### config.mk
export PLATFORM = sky130hd
export DESIGN_NAME = acc_alu
export DESIGN_NICKNAME = d
export VERILOG_FILES = /design/src/rtl/alu8_pkg.sv /design/src/rtl/alu8_adder.sv /design/src/rtl/alu8_shift_logic.sv /design/src/rtl/alu8_ccr_reg.sv /design/src/rtl/acc_alu.sv
export SDC_FILE = /design/constraint.sdc
export NUM_CORES = 1
export LEC_CHECK = 0
export ABC_AREA = 1
export BUFFER_PORTS_ARGS = -buffer_cell sky130_fd_sc_hd__buf_2
export CORE_UTILIZATION = 43
export CTS_CLUSTER_SIZE = 16
export DETAILED_ROUTE_END_ITERATION = 8
export PLACE_DENSITY_LB_ADDON = 0.3
export SETUP_SLACK_MARGIN = 0.15
export SYNTH_ARGS = -nofsm -noshare
export SYNTH_HDL_FRONTEND = slang
export SYNTH_SLANG_ARGS = --single-unit
### constraint.sdc
create_clock -name clk -period 2.47 [get_ports clk]
set_clock_uncertainty 0.1 [all_clocks]
set_input_delay 0.1235 -clock clk [delete_from_list [all_inputs] [get_ports clk]]
set_output_delay 0.1235 -clock clk [all_outputs]
set_load 0.01 [all_outputs]
### src/rtl/alu8_pkg.sv
package alu8_pkg;
    localparam int unsigned DATA_W = 8;
    localparam int unsigned NIB_W  = 4;
    localparam int unsigned FLAG_W = 5;

    typedef enum logic [2:0] {
        OP_ADC = 3'd0,
        OP_ADD = 3'd1,
        OP_AND = 3'd2,
        OP_SHL = 3'd3,
        OP_SHR = 3'd4
    } alu_op_e;

    typedef struct packed {
        logic h;
        logic i;
        logic n;
        logic z;
        logic c;
    } ccr_t;

    localparam ccr_t CCR_RESET = '{h: 1'b0, i: 1'b1, n: 1'b0, z: 1'b0, c: 1'b0};

    localparam logic [FLAG_W-1:0] MASK_ADD   = 5'b10111;
    localparam logic [FLAG_W-1:0] MASK_LOGIC = 5'b00110;
    localparam logic [FLAG_W-1:0] MASK_SHIFT = 5'b00111;
    localparam logic [FLAG_W-1:0] MASK_NONE  = 5'b00000;
endpackage

### src/rtl/alu8_adder.sv
module alu8_adder #(
    parameter int unsigned W   = 8,
    parameter int unsigned NIB = 4
) (
    input  logic [W-1:0] a,
    input  logic [W-1:0] b,
    input  logic         cin,
    output logic [W-1:0] sum,
    output logic         half_c,
    output logic         carry
);
    logic [W:0]   wide;
    logic [NIB:0] low;

    always_comb begin
        wide   = {1'b0, a} + {1'b0, b} + {{W{1'b0}}, cin};
        low    = {1'b0, a[NIB-1:0]} + {1'b0, b[NIB-1:0]} + {{NIB{1'b0}}, cin};
        sum    = wide[W-1:0];
        carry  = wide[W];
        half_c = low[NIB];
    end
endmodule

### src/rtl/alu8_shift_logic.sv
module alu8_shift_logic #(
    parameter int unsigned W = 8
) (
    input  logic [W-1:0] a,
    input  logic [W-1:0] b,
    output logic [W-1:0] and_res,
    output logic [W-1:0] shl_res,
    output logic         shl_c,
    output logic [W-1:0] shr_res,
    output logic         shr_c
);
    always_comb begin
        and_res = a & b;
        shl_res = {a[W-2:0], 1'b0};
        shl_c   = a[W-1];
        shr_res = {a[W-1], a[W-1:1]};
        shr_c   = a[0];
    end
endmodule

### src/rtl/alu8_ccr_reg.sv
module alu8_ccr_reg
    import alu8_pkg::*;
(
    input  logic clk,
    input  logic rst_n,
    input  logic upd_en,
    input  ccr_t d,
    output ccr_t q
);
    always_ff @(posedge clk or negedge rst_n) begin
        if (!rst_n) begin
            q <= CCR_RESET;
        end else if (upd_en) begin
            q <= d;
        end
    end
endmodule

### src/rtl/acc_alu.sv
module acc_alu
    import alu8_pkg::*;
#(
    parameter int unsigned W   = DATA_W,
    parameter int unsigned NIB = NIB_W
) (
    input  logic              clk,
    input  logic              rst_n,
    input  logic [2:0]        op_sel,
    input  logic [W-1:0]      opnd_a,
    input  logic [W-1:0]      opnd_m,
    input  logic              upd_en,
    output logic [W-1:0]      result,
    output logic [FLAG_W-1:0] ccr_next,
    output logic [FLAG_W-1:0] flag_mask,
    output logic [FLAG_W-1:0] ccr_q
);
    ccr_t         cur, cand, nxt;
    logic [W-1:0] add_sum, and_res, shl_res, shr_res;
    logic         add_h, add_c, shl_c, shr_c, use_cin;
    logic [FLAG_W-1:0] mask;

    assign use_cin = (op_sel == OP_ADC) ? cur.c : 1'b0;

    alu8_adder #(.W(W), .NIB(NIB)) u_add (
        .a(opnd_a), .b(opnd_m), .cin(use_cin),
        .sum(add_sum), .half_c(add_h), .carry(add_c)
    );

    alu8_shift_logic #(.W(W)) u_sl (
        .a(opnd_a), .b(opnd_m),
        .and_res(and_res), .shl_res(shl_res), .shl_c(shl_c),
        .shr_res(shr_res), .shr_c(shr_c)
    );

    always_comb begin
        result = opnd_a;
        mask   = MASK_NONE;
        cand   = cur;
        case (op_sel)
            OP_ADC, OP_ADD: begin
                result = add_sum;
                mask   = MASK_ADD;
                cand.h = add_h;
                cand.c = add_c;
            end
            OP_AND: begin
                result = and_res;
                mask   = MASK_LOGIC;
            end
            OP_SHL: begin
                result = shl_res;
                mask   = MASK_SHIFT;
                cand.c = shl_c;
            end
            OP_SHR: begin
                result = shr_res;
                mask   = MASK_SHIFT;
                cand.c = shr_c;
            end
            default: begin
                result = opnd_a;
                mask   = MASK_NONE;
            end
        endcase
        cand.n = result[W-1];
        cand.z = (result == '0);
        nxt    = (cand & mask) | (cur & ~mask);
    end

    alu8_ccr_reg u_ccr (
        .clk(clk), .rst_n(rst_n), .upd_en(upd_en), .d(nxt), .q(cur)
    );

    assign ccr_next  = nxt;
    assign flag_mask = mask;
    assign ccr_q     = cur;
endmodule

==> Word-level counts from Yosys, hierarchy flattened <==
Cells that the tools add are included.
{ "totals": {"reg_bits": 5, "output_inout_bits": 23, "elab_cells": 27} }
{ "classes": {"n_addsub": 4, "eq_ne": 4, "n_mux": 5, "n_bitwise": 5, "n_reduce_logical": 4} }
{ "ops": {"columns": ["cell", "n"], "rows": [
  ["$pmux 8 s4", 1],
  ["$pmux 5 s3", 1],
  ["$and 5x5->5", 2],
  ["$add 8x8->9", 1],
  ["$add 9x1->9", 1],
  ["$and 8x8->8", 1],
  ["$logic_not 8->1", 1],
  ["$eq 3x2->1 const B", 2],
  ["$add 4x4->5", 1],
  ["$add 5x1->5", 1],
  ["$not 5->5", 1],
  ["$or 5x5->5", 1],
  ["$reduce_or 2->1", 2],
  ["$eq 3x1->1 const B", 1],
  ["$eq 3x3->1 const B", 1],
  ["$logic_not 3->1", 1],
  ["$pmux 1 s3", 1],
  ["$mux 1", 2]
]} }

==> Logic depth before layout (Yosys ltp) <==
Gate-level depths: netlist of the first run.
{ "logic_depth": {"word_depth": 7, "ltp_mapped": 20} }

==> Cells and area by module <==
Synthesis of the first run repeated with hierarchy kept, for this count alone.
{ "hier_totals": {"cells_unflattened": 241, "hier_area_um2": 1375.1} }
{ "modules_own_cells": {"columns": ["module", "n_inst", "cells_each", "area_each_um2", "seq_area_each_um2"], "rows": [
  ["acc_alu", 1, 124, 629.4, 0.0],
  ["alu8_adder", 1, 61, 360.3, 0.0],
  ["alu8_shift_logic", 1, 35, 198.9, 0.0],
  ["alu8_ccr_reg", 1, 21, 186.4, 126.4]
]} }

==> Worst setup path after synthesis of the first run <==
No wires, ideal clock.
{ "synth_path": {"kind": "input to register", "startpoint": "input port op_sel[2]", "endpoint": "register u_ccr.q[1] in the netlist's numbering", "arrival_ns": 2.330, "required_time_ns": 2.305, "setup_slack_ns": -0.025, "cell_stages": 18, "path_buffers": 2, "cell_sequence": "buf_6 -> nor2_1 -> buf_4 -> nand3_1 -> fa_1 -> inv_1 -> fa_1 -> nand2_1 -> o211ai_1 -> nor2_2 -> nand2_1 -> nor2_1 -> nand2_1 -> nor2_1 -> nand3_1 -> nand2_2 -> nand2_1 -> nand2_1"} }
{ "synth_between": {"elab_chain_cells": 7} }
{ "synth_rtl": {"columns": ["element", "line_no", "text"], "rows": [
  ["start, declared", "acc_alu.sv:9", "input logic [2:0] op_sel,"],
  ["$logic_not 3->1", "acc_alu.sv:23, acc_alu.sv:40", null],
  ["$mux 1", "acc_alu.sv:23", "assign use_cin = (op_sel == OP_ADC) ? cur.c : 1'b0;"],
  ["$add 9x1->9", "alu8_adder.sv:16", "wide = {1'b0, a} + {1'b0, b} + {{W{1'b0}}, cin};"],
  ["$pmux 8 s4", "acc_alu.sv:40", "case (op_sel)"],
  ["$logic_not 8->1", "acc_alu.sv:67", "cand.z = (result == '0);"],
  ["$and 5x5->5", "acc_alu.sv:68", "nxt = (cand & mask) | (cur & ~mask);"],
  ["$or 5x5->5 (*)", "acc_alu.sv:68", null],
  ["named net ccr_next[1]", "acc_alu.sv:14", "output logic [FLAG_W-1:0] ccr_next,"],
  ["end signal, assigned", "alu8_ccr_reg.sv:12", "q <= CCR_RESET;"],
  ["end signal, assigned", "alu8_ccr_reg.sv:14", "q <= d;"],
  ["end, declared", "alu8_ccr_reg.sv:8", "output ccr_t q"]
]} }
The timed path passes the listed nets; every way through them passes the cells marked *.
A chain may end at the register's enable or synchronous reset.

==> Worst setup path after layout of the first run <==
{ "layout_path": {"startpoint": "register u_ccr.q[0] in the netlist's numbering", "endpoint": "output port ccr_next[1]"} }
{ "layout_between": {"elab_chain_cells": 6} }
{ "layout_rtl": {"columns": ["element", "line_no"], "rows": [
  ["$mux 1", "acc_alu.sv:23"],
  ["$add 9x1->9", "alu8_adder.sv:16"],
  ["$pmux 8 s4", "acc_alu.sv:40"],
  ["$logic_not 8->1", "acc_alu.sv:67"],
  ["$and 5x5->5", "acc_alu.sv:68"],
  ["$or 5x5->5", "acc_alu.sv:68"],
  ["end, declared", "acc_alu.sv:14"]
]} }
Every way passes these cells.

==> results of run 1 <==
[logic make-up after synthesis]
logic type,share of synthesized area [%]
and+or+nand+nor,43.46
buffers and inverters,18.73
AOI/OAI and AO/OA,14.04
adders and majority gates,13.45
DFF,9.604
other,0.7206
[area by class of cell]
type / count / area, µm²
clock buffer: 3 / 22.52
inverter: 39 / 146.4
tap: 28 / 35.03
fill: 241 / 879.6
multi-input combinational: 144 / 785.8
sequential: 4 / 100.1
timing repair buffer: 50 / 285.3
[worst paths after layout]
path	to	from	slack [ns]
max	ccr_next[1]	u_ccr.q[0]	-0.19
min	u_ccr.q[0]	upd_en	0.06
max reg2reg	u_ccr.q[1]	u_ccr.q[0]	0.12
min reg2reg	u_ccr.q[1]	u_ccr.q[1]	0.43
max in group asynchronous	u_ccr.q[4]	rst_n	2.04
min in group asynchronous	u_ccr.q[1]	rst_n	0.11
[metrics by stage]
step / cells / utilization (%) / instance area, µm² / power, µW
final: 268 / 60.99 / 1375 / 451.0
after global routing: 268 / 60.99 / 1375 / 493.8
after CTS: 266 / 59.27 / 1336 / 438.7
after detailed placement: 259 / 56.55 / 1275 / 342.9
after global placement: 259 / 56.55 / 1275 / 341.2
after floorplan: 193 / - / 1065 / 255.0
[power by group]
| group | leakage, µW | internal (µW) | total [µW] | switching, µW |
|---|---|---|---|---|
| registers | 0.0000519 | 74.2 | 78.6 | 4.42 |
| logic | 0.000770 | 118 | 289 | 171 |
| clock network | 0.0000138 | 54.4 | 82.9 | 28.5 |
| total | 0.000836 | 247 | 451 | 204 |
[cells in the final DEF, fill, tap and decap left out]
master	Yosys	final
dfrtp_1	4	4
nand3_1	19	15
nor2_4	0	1
o21ai_0	7	6
conb_1	2	3
a21boi_1	0	1
inv_2	5	6
clkbuf_4	0	3
fa_2	0	1
buf_6	1	2
nand3_2	1	5
nor2_1	17	15
nor2_2	2	3
o2bb2ai_1	1	1
a21oi_1	9	9
nand4_1	3	3
fa_1	2	1
o211ai_1	3	3
o22ai_1	2	2
dlygate4sd3_1	0	1
nand2_1	57	56
o21ai_1	3	4
ha_1	8	8
inv_1	34	33
buf_2	0	40
nand3b_1	1	1
buf_4	5	7
nand2_2	5	6
[what timing repair did]
| action | in CTS | in global routing |
|---|---|---|
| setup endpoints to repair | 5 | 8 |
| gates resized for setup | 2 | 7 |
| setup buffers | 3 | 2 |
| pin swaps | 2 | 4 |
| hold endpoints to repair | 4 | 0 |
| hold buffers | 1 | 0 |
[layer usage]
layer | GRT usage (%) | routed length, µm | up-vias
met5 | 0 | 0 | -
met4 | 5.405 | 14 | 0
met3 | 4.464 | 164 | 2
met2 | 39.69 | 1272 | 46
met1 | 31.88 | 1468 | 575
li1 | - | - | 693
==> metrics.md, run 1 <==
| Metric | Value |
|---|---|
| Share of cells above drive strength 1 | `30.83%` |
| Tot GR Track Use | `23.88%` |
| Setup CP Type | `register to output port` |
| Root Buffer | `clkbuf_4` |
| Worst R2R Path Depth | `15` |
| Maximum vdd drop | `0.3089 mV` |
| PwrDens | `between 300 and 400 nW/µm²` |
| Top cell by count, worst path | `nand2_1` |
| Count of input and output buffers | `41` |
| Top reg by flops | `u_ccr.q` |
| Prevailing post-synth register cell | `dfrtp_1` |
| First-pass GRT wire length | `4726 µm` |
| Yosys reg bits | `4` |
| Setup TNS | `-0.2021 ns` |
| WL/cell | `roughly 11 µm` |
| Syn-to-layout area delta | `31.93%` |
| Warnings, synthesis | `0` |
| Final worst slack | `-0.1920 ns` |
| Cell taking the most area after synthesis | `nand2_1` |
| Avg Inst Size Synth | `5.428 µm²` |
| Post-synth top cells | `nand2_1 (57), inv_1 (34), nand3_1 (19)` |
| Post-synth ARST share | `100.0%` |
| Drt drc | `0` |
| Pre-CTS setup slack | `0.02697 ns` |
| CTS Sinks | `4` |
| Failing checks | `setup timing` |
| Number of iterations in the first detailed-routing pass | `4` |
| Clk_lat worst skew | `0.24 ns` |
| Hold/Removal Path Class | `input pin to register` |
| I/O pin total | `45` |
| RePlAce Congestion | `0.8496` |
| Synthesized cell area | `between 1000 and 1500 µm²` |
| Drt total wl | `about 2900 µm` |
| Die span in y | `51.23 µm` |
| Final Max Slew Viols | `0` |
| Starting DRT DRC Count | `28` |
| Hold Slack | `0.05891 ns` |
| H-tree depth | `1` |
| Antenna Nets Post-Route | `0` |
| Largest net degree at the start of global routing | `13` |
| Hold path depth | `2` |
| Clock Path Buffers | `2` |
| Max Cap Viol | `0` |
| Critical-path cell list | `nand3_2, fa_2, inv_2, fa_1, nand2_1, o211ai_1, nor2_2, nand2_1, nor2_1, nand2_1, nor2_1, nand3_1, nand2_2, buf_6` |
| Number of flops mapped to enable cells by yosys | `0` |
| Layout net count | `274` |
| Setup Viol. Count Final | `2` |
| Stages on worst setup path | `14` |
| Critical Path Max Stage Delay | `0.40 ns` |
| Vias in the first global route | `1,136` |
| Sequential share of the synthesized area | `9.604%` |
| Max reg flops | `4` |
| Initial Util | `a little under half` |
| FMAX | `approximately 380 MHz` |
| Hold Fails Final Rpt | `0` |
| Initial antenna violation count | `0` |
| Crit-path max FO | `2` |
| Status | `complete, but fails checks` |
| Vias per cell | `4.910` |
| Slowest CP cell | `fa_1` |
| WP buf/inv | `2` |
| CP endpoint kind | `output port` |
| CTS Buf Count | `3` |
| Via count | `1,316` |
| Mapped Cells | `between 150 and 200` |
| Most frequent cell after synthesis | `nand2_1` |
| CP arrival | `2.44 ns` |
| CP required | `2.25 ns` |
| Antenna cells | `0` |
| Leak | `0.0008358 µW` |
| CTS tree | `built` |
| Tcrit/Tclk final | `107.8%` |
| Top flop regs | `u_ccr.q: 4 flops` |
| Post-DP HPWL | `2327 µm` |
| Core area | `2255 µm²` |
| Worst-path clk slew | `~0.040 ns` |
| Delay-heaviest family, CP | `simple AND/OR/NAND/NOR gates` |
| Die width | `51.23 µm` |
| GR Overflow Total | `0` |
| Cell variety after synth | `23` |
| Tmin final | `2.662 ns` |
| Critical Path Start Type | `register` |
| Top-area cell type share of the netlist area | `20.53%` |
| FP Rows | `17` |
| Synth top area cells | `nand2_1 (21%), inv_1 (12%), dfrtp_1 (9.6%), ha_1 (9.6%), nand3_1 (9.1%)` |
| Die footprint | `2625 µm²` |
| RSZ-0062 raised after global routing | `true` |
(Power assumes the default switching activity.)
==> run 2: changes to the inputs <==
==> constraint.sdc (replaced) <==
create_clock -name clk -period 2.47 [get_ports clk]
set_clock_uncertainty 0.1 [all_clocks]
set_input_delay 0 -clock clk [delete_from_list [all_inputs] [get_ports clk]]
set_output_delay 0 -clock clk [all_outputs]
set_load 0.01 [all_outputs]
==> run 2 against run 1 <==
The run still ends with setup timing left; first-iteration DRC count up 120%; clock power about the same; critical path depth unchanged; die area unchanged; total power up 2.1%; hold slack worse by 0.036 ns; maximum frequency up 5.8%; worst setup slack better by 0.15 ns; critical path type unchanged; largest cell class unchanged; largest power group unchanged; highest routed layer unchanged.
==> metrics.md, run 2 (synthesized netlist as in run 1, its figures left out) <==
| Metric | Value |
|---|---|
| Status | `complete, but fails checks` |
| Failing checks | `setup timing` |
| Slowest CP cell | `fa_1` |
| Final worst slack | `-0.04665 ns` |
| Post-DP HPWL | `2307 µm` |
| Die span in y | `51.23 µm` |
| Top reg by flops | `u_ccr.q` |
| Die width | `51.23 µm` |
| Dpl cells | `257` |
| Antenna Nets Post-Route | `0` |
| Worst-path clk slew | `0.04 ns` |
| Syn-to-layout area delta | `33.73%` |
| Commonest non-fill, non-tap cells in the layout | `nand2_1 (55), buf_2 (39), inv_1 (32), nand3_1 (16), nor2_1 (15)` |
| Die footprint | `2625 µm²` |
| Setup CP Type | `register to output port` |
| Hold Slack | `about 0.023 ns` |
| CTS tree | `built` |
| Root Buffer | `clkbuf_4` |
| FMAX | `397.4 MHz` |
| FP Rows | `17` |
| Tot GR Track Use | `a little under a quarter` |
| First-pass GRT wire length | `4857 µm` |
| RSZ-0062 raised after global routing | `true` |
| PwrDens | `330.3 nW/µm²` |
| Flop-to-flop setup slack | `0.13 ns` |
| Number of iterations in the first detailed-routing pass | `4` |
| Hold Fails Final Rpt | `0` |
| Crit-path max FO | `2` |
| Leak | `0.0008384 µW` |
| Tmin final | `around 2.5 ns` |
| Critical Path Max Stage Delay | `roughly 0.42 ns` |
| Initial Util | `46.23%` |
| Vias per cell | `5.049` |
| Hold/Removal Path Class | `input pin to asynchronous set/reset pin` |
| Antenna cells | `0` |
| Final Max Slew Viols | `0` |
| Max reg flops | `4` |
| Tcrit/Tclk final | `101.9%` |
| CP endpoint kind | `output port` |
| Clock power share | `18.0%` |
| Reg power frac | `around 17%` |
| Setup Viol. Count Final | `1` |
| CP required | `2.37 ns` |
| Maximum vdd drop | `0.2572 mV` |
| Clock Path Buffers | `2` |
| Commonest non-fill, non-tap cell in the layout | `nand2_1` |
| Max Cap Viol | `0` |
| Largest net degree at the start of global routing | `13` |
| Layout net count | `approximately 270` |
| CP arrival | `2.42 ns` |
| Count of input and output buffers | `slightly above 40` |
| GR Overflow Total | `0` |
| Initial antenna violation count | `0` |
| Net switching power | `209.9 µW` |
| # fillers | `240` |
| I/O pin total | `between 40 and 50` |
| Critical-path cell list | `nand3_1, fa_2, inv_2, fa_1, nand2_1, o211ai_1, nor2_2, nand2_1, nor2_1, nand2_1, nor2_1, nand3_1, nand2_2, buf_6` |
| CTS Buf Count | `3` |
| Vias in the first global route | `about 1,100` |
| Delay-heaviest family, CP | `simple AND/OR/NAND/NOR gates` |
| RePlAce Congestion | `0.8621` |
| Share of cells above drive strength 1 | `between 30 and 40%` |
| Critical Path Start Type | `register` |
| Drt total wl | `3066 µm` |
| Top flop regs | `u_ccr.q: 4 flops` |
| WP buf/inv | `2` |
| Via count | `1,353` |
| Net switching share of the total power | `around 46%` |
| WL/cell | `11.44 µm` |
| Drt drc | `0` |
| H-tree depth | `1` |
| Clk_lat worst skew | `0.24 ns` |
| Core area | `about 2300 µm²` |
| Logic pwr share | `approximately 65%` |
| CTS Sinks | `4` |
| Starting DRT DRC Count | `61` |
| Fin cells | `268` |
| Internal Pwr Total | `250.5 µW` |
| Top cell by count, worst path | `nand2_1` |
[run 2: changes by cell type in the layout (fill, tap and decap cells not counted), sizes merged]
cell and delta:
dlygate4sd3 +1, buf -1
[run 2: power groups by stage]
stage	logic (µW)	registers (µW)	clock network, µW
after floorplan	168	83.7	0
after global placement	257	79.2	0
after detailed placement	258	79.6	0
after CTS	273	78.4	84.2
after global routing	336	79.1	85.5
final	299	78.3	83.0
[run 2: through the flow]
step	TNS, ns	setup slack [ns]	total power, µW	area [µm²]	utilization [%]
floorplan	0	0.1589	251.7	1049	-
global placement	0	0.1651	336.1	1247	55.33
finish	-0.04665	-0.04665	460.3	1394	61.82
global route	-0.1570	-0.1356	500.1	1394	61.82
detailed placement	0	0.07855	337.6	1247	55.33
CTS	-0.02667	-0.02667	435.8	1329	58.93
[run 2: final timing paths]
path | startpoint | end | cells past startpoint
worst min-delay path | rst_n | u_ccr.q[0] | 2
min in group clk | opnd_a[7] | u_ccr.q[2] | 5
worst min register to register | u_ccr.q[1] | u_ccr.q[1] | 2
max in group asynchronous | rst_n | u_ccr.q[4] | 2
worst max-delay path | u_ccr.q[0] | ccr_next[1] | 14
worst max register to register | u_ccr.q[0] | u_ccr.q[1] | 15
[run 2: timing repair]
action,in CTS,in global routing
setup endpoints to repair,3,7
gates cloned,0,0
resized for setup,4,13
pin swaps,2,4
hold buffers,2,0
buffers inserted,4,2
endpoints found under the hold margin,8,0
[run 2: metal layers]
layer / track usage (%) / share of wire, %
met1: 32.97 / 47
met2: 40.79 / 47
met3: 3.274 / 5.5
met4: 2.252 / 0.46
met5: 0 / 0
[run 2: area by class of cell]
type                       count  area, µm²  share of cell area (%)
timing repair buffer          50      294.0                   21.10
sequential                     4      100.1                   7.181
tap                           28      35.03                   2.513
clock buffer                   3      22.52                   1.616
multi-input combinational    144      795.8                   57.09
inverter                      39      146.4                   10.50
[run 2: worst reg2reg max path, stage by stage (launching register included)]
cell	delay, ns
dfrtp_1	0.33
nand3_1	0.10
fa_2	0.34
inv_2	0.08
fa_1	0.42
nand2_1	0.09
o211ai_1	0.11
nor2_2	0.13
nand2_1	0.06
nor2_1	0.08
nand2_1	0.06
nor2_1	0.10
nand3_1	0.09
nand2_2	0.08
nand2_1	0.05
nand2_1	0.05
